File: config.mk
export PLATFORM = sky130hd
export DESIGN_NAME = ctl_sequencer
export DESIGN_NICKNAME = d
export VERILOG_FILES = /design/src/rtl/ctlseq_pkg.sv /design/src/rtl/ctlseq_por.sv /design/src/rtl/ctlseq_startgen.sv /design/src/rtl/ctlseq_chain.sv /design/src/rtl/ctl_sequencer.sv
export SDC_FILE = /design/constraint.sdc
export NUM_CORES = 1
export LEC_CHECK = 0
export ABC_AREA = 1
export BUFFER_PORTS_ARGS = -buffer_cell sky130_fd_sc_hd__buf_4
export CORE_ASPECT_RATIO = 1.75
export CORE_MARGIN = 2
export CORE_UTILIZATION = 45
export DETAILED_ROUTE_END_ITERATION = 7
export HOLD_SLACK_MARGIN = 0.1
export PLACE_DENSITY = 0.66
export SLEW_MARGIN = 20
export SYNTH_ARGS = -nofsm -noshare
export SYNTH_HDL_FRONTEND = slang
export SYNTH_SLANG_ARGS = --single-unit
File: constraint.sdc
create_clock -name clk -period 3.9 [get_ports clk]
set_clock_uncertainty 0.15 [all_clocks]
set_input_delay 0 -clock clk [delete_from_list [all_inputs] [get_ports clk]]
set_output_delay 0 -clock clk [all_outputs]
set_load 0.05 [all_outputs]
File: src/rtl/ctlseq_pkg.sv
package ctlseq_pkg;
  // width of a binary counter or index covering n values, never below 1
  function automatic int unsigned w_of(int unsigned n);
    return (n <= 2) ? 1 : $clog2(n);
  endfunction
endpackage

File: src/rtl/ctlseq_por.sv
module ctlseq_por #(
  parameter int unsigned POR_CYCLES = 16
) (
  input  logic clk,
  input  logic pwr_on,
  output logic hold
);
  localparam int unsigned CW = ctlseq_pkg::w_of(POR_CYCLES);
  localparam logic [CW-1:0] LAST = CW'(POR_CYCLES - 1);

  logic [CW-1:0] cnt;

  always_ff @(posedge clk) begin
    if (pwr_on) begin
      cnt  <= '0;
      hold <= 1'b1;
    end else if (hold) begin
      cnt <= cnt + 1'b1;
      if (cnt == LAST) hold <= 1'b0;
    end
  end

  assert_por_set_R9: assert property (@(posedge clk) pwr_on |=> hold);
endmodule

File: src/rtl/ctlseq_startgen.sv
module ctlseq_startgen (
  input  logic clk,
  input  logic rst,
  input  logic btn,
  output logic pulse
);
  logic smp_a, smp_b;

  always_ff @(posedge clk) begin
    if (rst) begin
      smp_a <= 1'b1;   // act as if pressed: a held button cannot fire
      smp_b <= 1'b1;
    end else begin
      smp_a <= btn;
      smp_b <= smp_a;
    end
  end

  assign pulse = smp_a & ~smp_b;

  assert_pulse_width_R7: assert property (@(posedge clk) disable iff (rst)
    pulse |=> !pulse);
endmodule

File: src/rtl/ctlseq_chain.sv
module ctlseq_chain #(
  parameter int unsigned NSTEPS  = 8,
  parameter int unsigned BR_STEP = 3
) (
  input  logic              clk,
  input  logic              rst,
  input  logic              go,
  input  logic              cond,
  output logic [NSTEPS-1:0] q
);
  localparam int unsigned HALT = NSTEPS - 1;

  logic [NSTEPS-1:0] nxt;

  for (genvar i = 0; i < NSTEPS; i++) begin : g_step
    if (i == 0) begin : g_wait
      assign nxt[i] = (q[0] & ~go) | q[HALT];
    end else if (i == 1) begin : g_first
      assign nxt[i] = q[0] & go;
    end else if (i == BR_STEP + 1) begin : g_fall
      assign nxt[i] = q[BR_STEP] & ~cond;
    end else if (i == HALT) begin : g_halt
      assign nxt[i] = q[i-1] | (q[BR_STEP] & cond);
    end else begin : g_lin
      assign nxt[i] = q[i-1];
    end
  end

  always_ff @(posedge clk) begin
    if (rst) q <= NSTEPS'(1);
    else     q <= nxt;
  end

  assert_onehot_R1: assert property (@(posedge clk) disable iff (rst)
    $onehot(q));
  assert_wait_hold_R3: assert property (@(posedge clk) disable iff (rst)
    (q[0] && !go) |=> q[0]);
  assert_wait_go_R3: assert property (@(posedge clk) disable iff (rst)
    (q[0] && go) |=> q[1]);
  assert_linear_R4: assert property (@(posedge clk) disable iff (rst)
    q[1] |=> q[2]);
  assert_branch_take_R5: assert property (@(posedge clk) disable iff (rst)
    (q[BR_STEP] && cond) |=> q[HALT]);
  assert_branch_fall_R5: assert property (@(posedge clk) disable iff (rst)
    (q[BR_STEP] && !cond) |=> q[BR_STEP+1]);
  assert_halt_ret_R6: assert property (@(posedge clk) disable iff (rst)
    q[HALT] |=> q[0]);
endmodule

File: src/rtl/ctl_sequencer.sv
module ctl_sequencer #(
  parameter int unsigned NSTEPS     = 8,
  parameter int unsigned BR_STEP    = 3,
  parameter int unsigned POR_CYCLES = 16,
  localparam int unsigned IDX_W     = ctlseq_pkg::w_of(NSTEPS)
) (
  input  logic              clk,
  input  logic              pwr_on,
  input  logic              rst,
  input  logic              start_btn,
  input  logic              cond_in,
  output logic [NSTEPS-1:0] step_vec,
  output logic [IDX_W-1:0]  step_idx,
  output logic              start_pulse,
  output logic              por_hold,
  output logic              onehot_err
);
  localparam int unsigned CNT_W = ctlseq_pkg::w_of(NSTEPS + 1);

  logic seq_rst;

  ctlseq_por #(.POR_CYCLES(POR_CYCLES)) u_por (
    .clk(clk), .pwr_on(pwr_on), .hold(por_hold)
  );

  assign seq_rst = pwr_on | por_hold | rst;

  ctlseq_startgen u_start (
    .clk(clk), .rst(seq_rst), .btn(start_btn), .pulse(start_pulse)
  );

  ctlseq_chain #(.NSTEPS(NSTEPS), .BR_STEP(BR_STEP)) u_chain (
    .clk(clk), .rst(seq_rst), .go(start_pulse), .cond(cond_in), .q(step_vec)
  );

  // binary encoder and population check of the step register
  always_comb begin
    logic [CNT_W-1:0] ones;
    step_idx = '0;
    ones     = '0;
    for (int i = 0; i < NSTEPS; i++) begin
      if (step_vec[i]) begin
        step_idx = step_idx | IDX_W'(i);
        ones     = ones + 1'b1;
      end
    end
    onehot_err = (ones != CNT_W'(1));
  end

  assert_reset_R2: assert property (@(posedge clk) disable iff (pwr_on)
    seq_rst |=> (step_vec == NSTEPS'(1)));
  assert_no_err_R1: assert property (@(posedge clk) disable iff (seq_rst)
    !onehot_err);
endmodule

## Word-level counts from Yosys, hierarchy flattened

Cells that the tools add are included.

- Bits in registers: 15
- Bits in latches: 0
- Bits in writable memories: 0
- Bits in read-only memories: 0
- Input port bits: 5
- Word-level logic and storage cells: 44
- Memories kept: 0

- Add/subtract/negate cells: 8
- $mul: 0
- Div/mod/pow operators: 0
- Magnitude comparators: 0
- Equal/unequal tests: 2
- Shifts and indexed selects: 0
- Muxes and demuxes: 17
- Bitwise logic cells: 12
- Reduce and logical (&&, ||, !) cells: 0

Operators with widths:

| cell | number |
|---|---|
| 4-bit by 1-bit adder with 4-bit output, second input constant | 7 |
| 4-bit 2-to-1 mux | 6 |
| 3-bit 2-to-1 mux | 4 |
| 2-bit 2-to-1 mux | 3 |
| 1-bit AND | 5 |
| 4-bit == test, second input constant | 1 |
| 1-bit 2-to-1 mux | 4 |
| 4-bit by 1-bit inequality test with 1-bit output, second input constant | 1 |
| 1-bit OR | 4 |
| 1-bit NOT | 3 |
| 1-bit by 1-bit adder with 2-bit output, second input constant | 1 |

## Logic depth before layout (Yosys ltp)

Gate-level depths: netlist of the first run.

- Word-level depth: 16
- Gate-level depth with buffers: 25

## Modules after synthesis

From an unflattened synthesis of the first run, not the netlist that was laid out.

- Cells, all modules: 178
- Area total of the unflattened synthesis: 1153.6 um^2

By module, submodules not included:

| module | times used | cells each | area each (um^2) |
|---|---|---|---|
| ctl_sequencer | 1 | 113 | 623.1 |
| ctlseq_chain | 1 | 31 | 264.0 |
| ctlseq_por | 1 | 26 | 201.4 |
| ctlseq_startgen | 1 | 8 | 65.1 |

## Worst setup path after synthesis of the first run

OpenSTA, ideal clock, no wires.

- Path type: register to output
- Start point: register u_chain.q[0]
- End point: output onehot_err
- Arrival time: 4.159 ns
- Required time: 3.750 ns
- Path slack: -0.409 ns
- Cell stages (with the launch flop): 26
- Path buffers: 0
- Path through: dfxtp_1 -> inv_1 -> ha_1 -> inv_1 -> nand2_1 -> nand2_1 -> ha_1 -> nand2_1 -> nand2_1 -> ha_1 -> or2_1 -> nand2_1 -> inv_1 -> ha_1 -> nand2_1 -> nand2_1 -> ha_1 -> or2_2 -> nand2_1 -> inv_1 -> ha_1 -> nand2_1 -> nand3_1 -> nand3_1 -> nor2_1 -> nand2_1

- Word-level cells in the longest chain between the ends: 16

Ends and longest elaborated chain:

| element | RTL line | text |
|---|---|---|
| start: declaration | ctlseq_chain.sv:9 | `output logic [NSTEPS-1:0] q` |
| start signal: assignment | ctlseq_chain.sv:31 | `else q <= nxt;` |
| 1-bit 2-to-1 mux (*) | ctl_sequencer.sv:42 | `if (step_vec[i]) begin` |
| 1-bit by 1-bit adder with 2-bit output | ctl_sequencer.sv:44 | `ones = ones + 1'b1;` |
| 2-bit 2-to-1 mux (*) | ctl_sequencer.sv:42 |  |
| 4-bit by 1-bit adder with 4-bit output | ctl_sequencer.sv:44 |  |
| 4-bit 2-to-1 mux (*) | ctl_sequencer.sv:42 |  |
| 4-bit by 1-bit adder with 4-bit output | ctl_sequencer.sv:44 |  |
| 4-bit 2-to-1 mux (*) | ctl_sequencer.sv:42 |  |
| 4-bit by 1-bit adder with 4-bit output | ctl_sequencer.sv:44 |  |
| 4-bit 2-to-1 mux (*) | ctl_sequencer.sv:42 |  |
| 4-bit by 1-bit adder with 4-bit output | ctl_sequencer.sv:44 |  |
| 4-bit 2-to-1 mux (*) | ctl_sequencer.sv:42 |  |
| 4-bit by 1-bit adder with 4-bit output | ctl_sequencer.sv:44 |  |
| 4-bit 2-to-1 mux (*) | ctl_sequencer.sv:42 |  |
| 4-bit by 1-bit adder with 4-bit output | ctl_sequencer.sv:44 |  |
| 4-bit 2-to-1 mux (*) | ctl_sequencer.sv:42 |  |
| 4-bit by 1-bit inequality test with 1-bit output (*) | ctl_sequencer.sv:47 | `onehot_err = (ones != CNT_W'(1));` |
| end: declaration | ctl_sequencer.sv:16 | `output logic onehot_err` |

Every way passes the cells marked *; elsewhere a longest branch is shown, timed or not.

## Final worst setup path of the first run

Ends and elaborated chain as after synthesis.

==> metrics.csv, run 1 <==
stage,metric,value,unit
status,status,completed,
clock_tree,Root Driver,clkbuf_8,
worst_setup_path,Required @ worst endpoint,3.75,ns
worst_setup_path,crit path max-delay cell type,dfxtp_4,
final_layout,Fillers,154,
worst_setup_path,Arrival @ worst endpoint,3.71,ns
final_layout,share of cells above drive strength 1,0.525,
final_layout,# diodes,0,
clock_tree,clk buf depth,2,
yosys,ys flop type,dfxtp_1,
place,Place WS,-0.122,ns
final_layout,final core occ,0.784,
timing,Worst-Margin Slew,0.346,ns
global_routing,total grt overflow,0,
global_routing,GRT Overall Usage,0.229,
routing,ANT nets after route,0,
worst_setup_path,crit start category,flop,
timing,min Tclk post-route,3.86,ns
yosys,asr flop ratio synth,0,
worst_setup_path,crit-path max cell delay,0.36,ns
die,Ports,19,
worst_setup_path,CP Class,flop to output port,
worst_setup_path,"Max FO, Critical Path",2,
final_layout,area delta synth->final,64.5,%
yosys,unique cell type count in the Yosys netlist,23,
global_routing,vias in the first global route,1176,
place,# port buffers,18,
final_layout,Final Instance Area,1810,um^2
routing,Pre-Repair DR Iteration Count,4,
min_path,Hold Startpoint,u_start.smp_b$_SDFF_PP1_,
global_routing,met3 Usage GRT,0.0224,
clock_tree,clk sink count,15,
clock_tree,CTS tree,yes,
final_layout,"non-filler cells, final",242,
clock_tree,Num CTS Buffers,3,
worst_setup_path,Worst R2R Path Depth,4,
global_routing,grt met2 use,0.429,
min_path,WHS Endpoint,u_chain.q[1]$_SDFF_PP0_,
global_routing,first-pass GRT wire length,4.68,mm
timing,relative slew slack,0.767,
global_routing,Most Crowded Layer GR,met2,
routing,DR vias/cell,5.17,
yosys,Syn Area/Cell,6.65,um^2
yosys,Synth Instances,165,
yosys,Ys Warns,0,
place,Final HPWL DP,2.07,mm
clock_tree,Clock H-tree levels,1,
timing,crit share post-route,0.989,
place,dpl cells,216,
yosys,synthesized cell area,1100,um^2
routing,drt wl/cell,13.5,um
min_path,worst hold path class,flop to flop,
final_layout,storage element area,307,um^2
global_routing,initial antenna violation count,0,
timing,Final setup viols,0,
routing,drt first-iter violations,37,
yosys,#FFs+latches synth,15,
die,Placement Rows,23,
final_layout,area occupied by multi-input gates,872,um^2
clock_tree,worst-skew pair later-pin latency,0.25,ns
power_and_ir_drop,pwr dens,164,nW/um^2
worst_setup_path,Critical Path Most Common Cell,nand2_4,
final_layout,nets,231,
worst_setup_path,worst path bufs/invs,6,
place,Final Wtd Congestion,0.836,
yosys,post-synth net total,178,
routing,# DRC,0,
run,Max-cap violations,0,
timing,final setup margin,0.0439,ns
power_and_ir_drop,Leakage,0.884,nW
timing,Final Hold Fails,0,
worst_setup_path,critical path's top delay family,adder cells,
timing,Fmax,259,MHz
yosys,"EDFF count, synth",0,
min_path,hold path depth,1,
place,Placed Area,1340,um^2
die,Initial Util,0.477,
die,chip width,41.3,um
routing,Total Wirelength,3.27,mm
die,DIE AREA,2870,um^2
worst_setup_path,RR Endpoint,u_start.smp_a$_SDFF_PP1_,
power_and_ir_drop,VDD IR-drop max,0.245,mV
worst_setup_path,Critical Path Sink Type,output port,
timing,pins over their slew limit,0,
global_routing,largest net degree at the start of global routing,10,
die,core area,2300,um^2
routing,DR vias,1250,
die,height of the die,69.3,um
clock_tree,Worst-path clk slew,0.06,ns
worst_setup_path,r2r setup slk,1.81,ns
worst_setup_path,FF-to-FF Start,u_por.hold$_SDFF_PP1_,
global_routing,met1 Use GR,0.221,
yosys,sequential share of the synthesized area,0.274,
[flip-flops by register name, summed over array words and instances, names as in the netlist]
signal         flops
u_start.smp_b      1
u_start.smp_a      1
u_por.hold         1
u_chain.q          8
u_por.cnt          4
[layout make-up]
cell class	count	share of cell area
clock buffer	3	0.0229
sequential	15	0.170
tap	25	0.0173
inverter	27	0.0603
timing repair buffer	53	0.244
clock inverter	1	0.00277
multi-input combinational	118	0.483
[cells in the final DEF, fill, tap and decap left out, drive strengths merged]
cell         synthesis  routed
buf                  4      47
nor4                 1       1
nand4                4       4
inv                 27      27
clkbuf               1       3
nor2                15      15
clkinv               0       1
o21ai                4       4
nand3               19      19
a21oi                5       5
dfxtp               15      15
ha                   8       8
xnor2                1       1
nand2               54      54
dlygate4sd3          0       6
or2                  4       4
nor3                 2       2
o211ai               1       1
[synth_stat cells, drive strengths merged (2+ instances only)]
master / n / area, um^2
a21oi: 5 / 25.0
buf: 4 / 30.0
dfxtp: 15 / 300
ha: 8 / 100
inv: 27 / 101
nand2: 54 / 233
nand3: 19 / 143
nand4: 4 / 25.0
nor2: 15 / 58.8
nor3: 2 / 10.0
o21ai: 4 / 20.0
or2: 4 / 25.0
[cell families after synthesis]
| kind of cell | share of synthesized area |
|---|---|
| xor gates and xnor gates | 0.00798 |
| DFF | 0.274 |
| adders and majority gates | 0.0912 |
| and+or+nand+nor | 0.456 |
| buffers and inverters | 0.123 |
| AOI/OAI and AO/OA | 0.0479 |
[how the worst max path moves through the flow]
stage / startpoint / end / slack [ns] / depth (start not counted)
floorplan: u_chain.q[0]$_SDFF_PP1_ / onehot_err / 0.002 / 24
CTS: u_chain.q[0]$_SDFF_PP1_ / onehot_err / -0.1 / 25
global placement: u_chain.q[0]$_SDFF_PP1_ / onehot_err / -0.02 / 25
detailed placement: u_chain.q[0]$_SDFF_PP1_ / onehot_err / -0.12 / 25
finish: u_chain.q[0]$_SDFF_PP1_ / onehot_err / 0.04 / 26
global route: u_chain.q[0]$_SDFF_PP1_ / onehot_err / -0.07 / 26
[repair_timing]
action	4_1_cts	5_1_grt
hold endpoints to repair	15	0
buffers inserted	14	4
gates resized for setup	20	34
hold buffers	6	0
pin swaps	19	15
endpoints found under the setup margin	1	1
[per-layer routing]
layer  share of wire  vias up  wire, um
li1                -      622         -
met1            0.34      587      1120
met2            0.60       29      1980
met3           0.020       12        66
met4           0.034        0       112
met5               0        -         0
[where the power goes]
group	leakage, nW	switching [mW]	total, mW	internal, mW
logic	0.736	0.00519	0.0131	0.00796
clock network	0.0255	0.0539	0.125	0.0707
registers	0.123	0.00241	0.158	0.155
total	0.884	0.0615	0.295	0.234
[metrics by stage]
step | power (mW) | hold WS [ns] | TNS (ns)
after floorplan | 0.165 | -0.0776 | 0
after global placement | 0.169 | 0.0221 | -0.0196
after detailed placement | 0.171 | 0.0295 | -0.122
after CTS | 0.297 | 0.267 | -0.0981
after global routing | 0.306 | 0.277 | -0.0710
final | 0.295 | 0.267 | 0
Power figures use the tool's default switching activity.
==> run 2: changes to the inputs <==
CORE_UTILIZATION = 35   (was 45)
PLACE_DENSITY = 0.54   (was 0.66)
==> metrics.csv, run 2 (same netlist as run 1, synthesis figures left out) <==
stage,metric,value,unit
status,status,completed,
power_and_ir_drop,combinational cell fraction of total power,0.043,
run,Max-cap violations,0,
timing,Worst-Margin Slew,0.326,ns
routing,ANT nets after route,0,
power_and_ir_drop,Net Sw Frac,0.191,
routing,Total Wirelength,2.73,mm
final_layout,nets,223,
worst_setup_path,Worst R2R Path Depth,4,
global_routing,vias in the first global route,1124,
routing,Pre-Repair DR Iteration Count,4,
place,# port buffers,18,
die,Placement Rows,26,
min_path,hold path depth,1,
place,dpl cells,232,
worst_setup_path,Arrival @ worst endpoint,3.69,ns
die,chip width,46.3,um
timing,relative slew slack,0.781,
power_and_ir_drop,Int Power,234,uW
place,Final Wtd Congestion,0.865,
die,core area,2960,um^2
final_layout,# diodes,0,
die,height of the die,78.1,um
power_and_ir_drop,Sw Pwr,55.2,uW
die,DIE AREA,3620,um^2
worst_setup_path,RR Endpoint,u_chain.q[4]$_SDFF_PP0_,
worst_setup_path,crit path max-delay cell type,dfxtp_4,
place,Place WS,-0.0968,ns
global_routing,GRT Overall Usage,0.162,
worst_setup_path,Required @ worst endpoint,3.75,ns
clock_tree,Clock H-tree levels,1,
power_and_ir_drop,Leakage,0.828,nW
final_layout,"non-filler cells, final",251,
power_and_ir_drop,sequential share of power,0.545,
routing,# DRC,0,
timing,Final Hold Fails,0,
timing,setup TNS,0,ns
clock_tree,Root Driver,clkbuf_8,
routing,drt wl/cell,10.9,um
worst_setup_path,"Max FO, Critical Path",3,
place,Placed Area,1350,um^2
timing,pins over their slew limit,0,
timing,RSZ-0062 raised after global routing,true,
final_layout,final core occ,0.581,
min_path,WHS Endpoint,u_chain.q[1]$_SDFF_PP0_,
final_layout,"commonest non-fill, non-tap cell in the layout",buf_4,
power_and_ir_drop,VDD IR-drop max,0.346,mV
global_routing,total grt overflow,0,
die,Ports,19,
worst_setup_path,crit-path max cell delay,0.37,ns
place,Final HPWL DP,1.93,mm
timing,hold_ws,0.273,ns
die,Initial Util,0.371,
final_layout,Reg with most FFs,u_chain.q,
timing,min Tclk post-route,3.84,ns
power_and_ir_drop,pwr dens,168,nW/um^2
final_layout,share of cells above drive strength 1,0.483,
final_layout,most frequent cells in the layout,"37 x buf_4, 33 x nand2_1, 17 x inv_1",
global_routing,initial antenna violation count,0,
global_routing,first-pass GRT wire length,4.49,mm
worst_setup_path,CP Class,flop to output port,
clock_tree,worst-skew pair later-pin latency,0.24,ns
global_routing,largest net degree at the start of global routing,10,
clock_tree,CTS tree,yes,
power_and_ir_drop,Power Total,289,uW
min_path,worst hold path class,flop to flop,
timing,Final setup viols,0,
worst_setup_path,Critical Path Sink Type,output port,
routing,DR vias,1167,
timing,final setup margin,0.0569,ns
final_layout,max reg flops,8,
min_path,Hold Startpoint,u_start.smp_b$_SDFF_PP1_,
routing,drt first-iter violations,20,
routing,DR vias/cell,4.65,
worst_setup_path,crit start category,flop,
clock_tree,Worst-path clk slew,0.05,ns
clock_tree,Num CTS Buffers,3,
final_layout,Final Instance Area,1720,um^2
power_and_ir_drop,clock share of power,0.412,
clock_tree,clk buf depth,2,
timing,crit share post-route,0.985,
clock_tree,clk sink count,15,
final_layout,top flop regs,"u_chain.q (8), u_por.cnt (4)",
timing,Fmax,260,MHz
worst_setup_path,r2r setup slk,2.03,ns
worst_setup_path,FF-to-FF Start,u_por.hold$_SDFF_PP1_,
final_layout,area delta synth->final,56.8,%
run 2: cell types whose count changed in the layout (fill, tap and decap cells not counted), sizes merged:
cell | before | now
buf | 47 | 40
dlygate4sd3 | 6 | 5
run 2: power by group through the flow:
stage	combinational (mW)	clock [mW]	sequential, mW
after floorplan	0.00517	0	0.160
after global placement	0.00904	0	0.160
after detailed placement	0.00936	0	0.161
after CTS	0.0125	0.123	0.157
after global routing	0.0145	0.129	0.157
final	0.0125	0.119	0.157
run 2: worst max-delay path by stage:
| stage | from | to | slack [ns] | cells after the start |
|---|---|---|---|---|
| 2_1_floorplan | u_chain.q[0]$_SDFF_PP1_ | onehot_err | 0.002 | 24 |
| 3_3_place_gp | u_chain.q[0]$_SDFF_PP1_ | onehot_err | -0.02 | 25 |
| 3_5_place_dp | u_chain.q[0]$_SDFF_PP1_ | onehot_err | -0.1 | 25 |
| 4_1_cts | u_chain.q[0]$_SDFF_PP1_ | onehot_err | -0.09 | 25 |
| 5_1_grt | u_chain.q[0]$_SDFF_PP1_ | onehot_err | -0.13 | 25 |
| 6_report | u_chain.q[0]$_SDFF_PP1_ | onehot_err | 0.06 | 25 |
run 2: cell type report:
class | count | area (um^2)
clock buffers | 3 | 41.3
multi-input cells | 118 | 845
repair buffers | 45 | 365
clock inverters | 1 | 5.00
well taps | 42 | 52.6
inverters | 27 | 106
flip-flops and latches | 15 | 305
fillers | 277 | 1240
run 2: routing by layer:
metal	vias to the layer above	GRT usage	wire length, um
met5	-	0	0
met4	0	0.0629	59
met3	6	0.0138	34
met2	18	0.296	1540
met1	537	0.177	1100
li1	606	-	-
run 2: timing repair:
item,4_1_cts,5_1_grt
pin swaps,19,15
resized for setup,24,20
endpoints found under the hold margin,15,0
setup buffers,11,1
setup endpoints to repair,1,1
hold buffers,5,0
run 2: critical path, delay by kind of cell (launching register included):
kind | cells | cell delay [ns]
adder cells (fa/ha/maj) | 6 | 1.45
AND/OR/NAND/NOR | 14 | 1.35
flip-flops | 1 | 0.37
buffers and inverters | 5 | 0.29
==> run 3: changes to the inputs <==
BUFFER_PORTS_ARGS = -buffer_cell sky130_fd_sc_hd__buf_2   (was -buffer_cell sky130_fd_sc_hd__buf_4)
CORE_MARGIN = 1   (was 2)
==> metrics.csv, run 3 (same netlist as run 1, synthesis figures left out) <==
stage,metric,value,unit
status,status,completed,
power_and_ir_drop,VDD IR-drop max,0.269,mV
worst_setup_path,Critical Path Sink Type,output port,
routing,# DRC,0,
final_layout,Final Instance Area,1700,um^2
die,chip width,44.3,um
final_layout,top flop regs,"u_chain.q (8), u_por.cnt (4)",
timing,relative slew slack,0.769,
routing,Total Wirelength,2.70,mm
power_and_ir_drop,combinational cell fraction of total power,0.039,
min_path,worst hold path class,flop to flop,
place,Final Wtd Congestion,0.819,
clock_tree,clk buf depth,2,
routing,drt first-iter violations,24,
final_layout,# diodes,0,
timing,crit share post-route,0.982,
power_and_ir_drop,Sw Pwr,54.6,uW
worst_setup_path,Arrival @ worst endpoint,3.68,ns
clock_tree,clk sink count,15,
worst_setup_path,crit start category,flop,
final_layout,max reg flops,8,
timing,Worst-Margin Slew,0.344,ns
clock_tree,worst-skew pair later-pin latency,0.24,ns
final_layout,final core occ,0.576,
global_routing,largest net degree at the start of global routing,10,
clock_tree,Clock H-tree levels,1,
global_routing,total grt overflow,0,
routing,ANT nets after route,0,
global_routing,first-pass GRT wire length,4.63,mm
timing,min Tclk post-route,3.83,ns
routing,DR vias,1194,
global_routing,vias in the first global route,1209,
worst_setup_path,crit-path max cell delay,0.37,ns
die,DIE AREA,3370,um^2
die,core area,2960,um^2
die,height of the die,76.1,um
global_routing,GRT Overall Usage,0.171,
power_and_ir_drop,Power Total,289,uW
routing,DR vias/cell,4.65,
die,Placement Rows,26,
die,Ports,19,
worst_setup_path,Required @ worst endpoint,3.75,ns
timing,hold_ws,0.281,ns
timing,Final setup viols,0,
final_layout,most frequent cells in the layout,"34 x nand2_1, 26 x buf_4, 17 x inv_1, 17 x buf_2",
worst_setup_path,CP Class,flop to output port,
place,Placed Area,1300,um^2
run,Max-cap violations,0,
die,Initial Util,0.371,
timing,pins over their slew limit,0,
timing,Fmax,261,MHz
timing,RSZ-0062 raised after global routing,true,
place,Final HPWL DP,1.94,mm
clock_tree,Worst-path clk slew,0.05,ns
power_and_ir_drop,clock share of power,0.416,
clock_tree,Root Driver,clkbuf_8,
power_and_ir_drop,Int Power,234,uW
worst_setup_path,crit path max-delay cell type,dfxtp_4,
final_layout,"commonest non-fill, non-tap cell in the layout",nand2_1,
timing,Final Hold Fails,0,
power_and_ir_drop,pwr dens,169,nW/um^2
clock_tree,CTS tree,yes,
final_layout,share of cells above drive strength 1,0.479,
place,# port buffers,18,
worst_setup_path,"Max FO, Critical Path",3,
power_and_ir_drop,Leakage,0.832,nW
final_layout,nets,229,
power_and_ir_drop,Net Sw Frac,0.189,
power_and_ir_drop,sequential share of power,0.545,
clock_tree,Num CTS Buffers,3,
routing,Pre-Repair DR Iteration Count,4,
final_layout,Reg with most FFs,u_chain.q,
routing,drt wl/cell,10.5,um
global_routing,initial antenna violation count,0,
final_layout,area delta synth->final,55.3,%
-- run 3: cell count changes in the layout (fill, tap and decap cells not counted) --
cell	previous run	this run
nand2_1	33	34
nand3_1	7	9
clkbuf_1	0	1
buf_2	0	17
nor2_4	1	0
nand3_2	10	8
nand2_2	14	13
clkinv_2	1	0
nor2_2	1	2
buf_4	37	26
-- run 3: final timing paths --
kind,cells past startpoint,from,slack [ns],to
setup / recovery,25,u_chain.q[0]$_SDFF_PP1_,0.07,onehot_err
hold reg to reg,1,u_start.smp_b$_SDFF_PP1_,0.28,u_chain.q[1]$_SDFF_PP0_
setup reg to reg,4,u_por.hold$_SDFF_PP1_,1.98,u_chain.q[4]$_SDFF_PP0_
hold / removal,1,u_start.smp_b$_SDFF_PP1_,0.28,u_chain.q[1]$_SDFF_PP0_
-- run 3: critical path, delay by kind of cell (launching register included) --
kind                       cells  cell delay (ns)
adders and majority gates      6             1.43
and+or+nand+nor               14             1.32
DFF                            1             0.37
buffers and inverters          5             0.30
-- run 3: repair_timing --
| action | CTS | global route |
|---|---|---|
| hold buffers | 5 | 0 |
| hold endpoints to repair | 15 | 0 |
| endpoints found under the setup margin | 1 | 1 |
| pin swaps | 18 | 15 |
| resized for setup | 19 | 22 |
| buffers inserted | 14 | 5 |
-- run 3: per-stage QoR --
stage | setup TNS [ns] | setup WS [ns] | cells
CTS | -0.0854 | -0.0854 | 254
finish | 0 | 0.0696 | 257
detailed placement | -0.102 | -0.102 | 231
floorplan | 0 | 0.00190 | 165
global route | -0.0813 | -0.0813 | 257
global placement | -0.0667 | -0.0667 | 231
-- run 3: per-layer routing --
layer	vias up	global-route usage	part of all wire	wire, um
met5	-	0	0	0
met4	0	0.0667	0.0033	9
met3	2	0.00711	0.014	39
met2	18	0.340	0.60	1630
met1	554	0.168	0.38	1020
li1	620	-	-	-
-- run 3: cell type report --
class | count | area [um^2]
Tap cell | 42 | 52.6
Fill cell | 274 | 1260
Sequential cell | 15 | 305
Multi-Input combinational cell | 118 | 827
Inverter | 27 | 106
Clock buffer | 4 | 45.0
Timing Repair Buffer | 51 | 368
-- run 3: power by group through the flow --
| stage | Clock (mW) | Combinational, mW | Sequential, mW |
|---|---|---|---|
| 2_1_floorplan | 0 | 0.00517 | 0.160 |
| 3_3_place_gp | 0 | 0.00795 | 0.161 |
| 3_5_place_dp | 0 | 0.00818 | 0.161 |
| 4_1_cts | 0.125 | 0.0112 | 0.157 |
| 5_1_grt | 0.130 | 0.0130 | 0.158 |
| 6_report | 0.120 | 0.0112 | 0.157 |
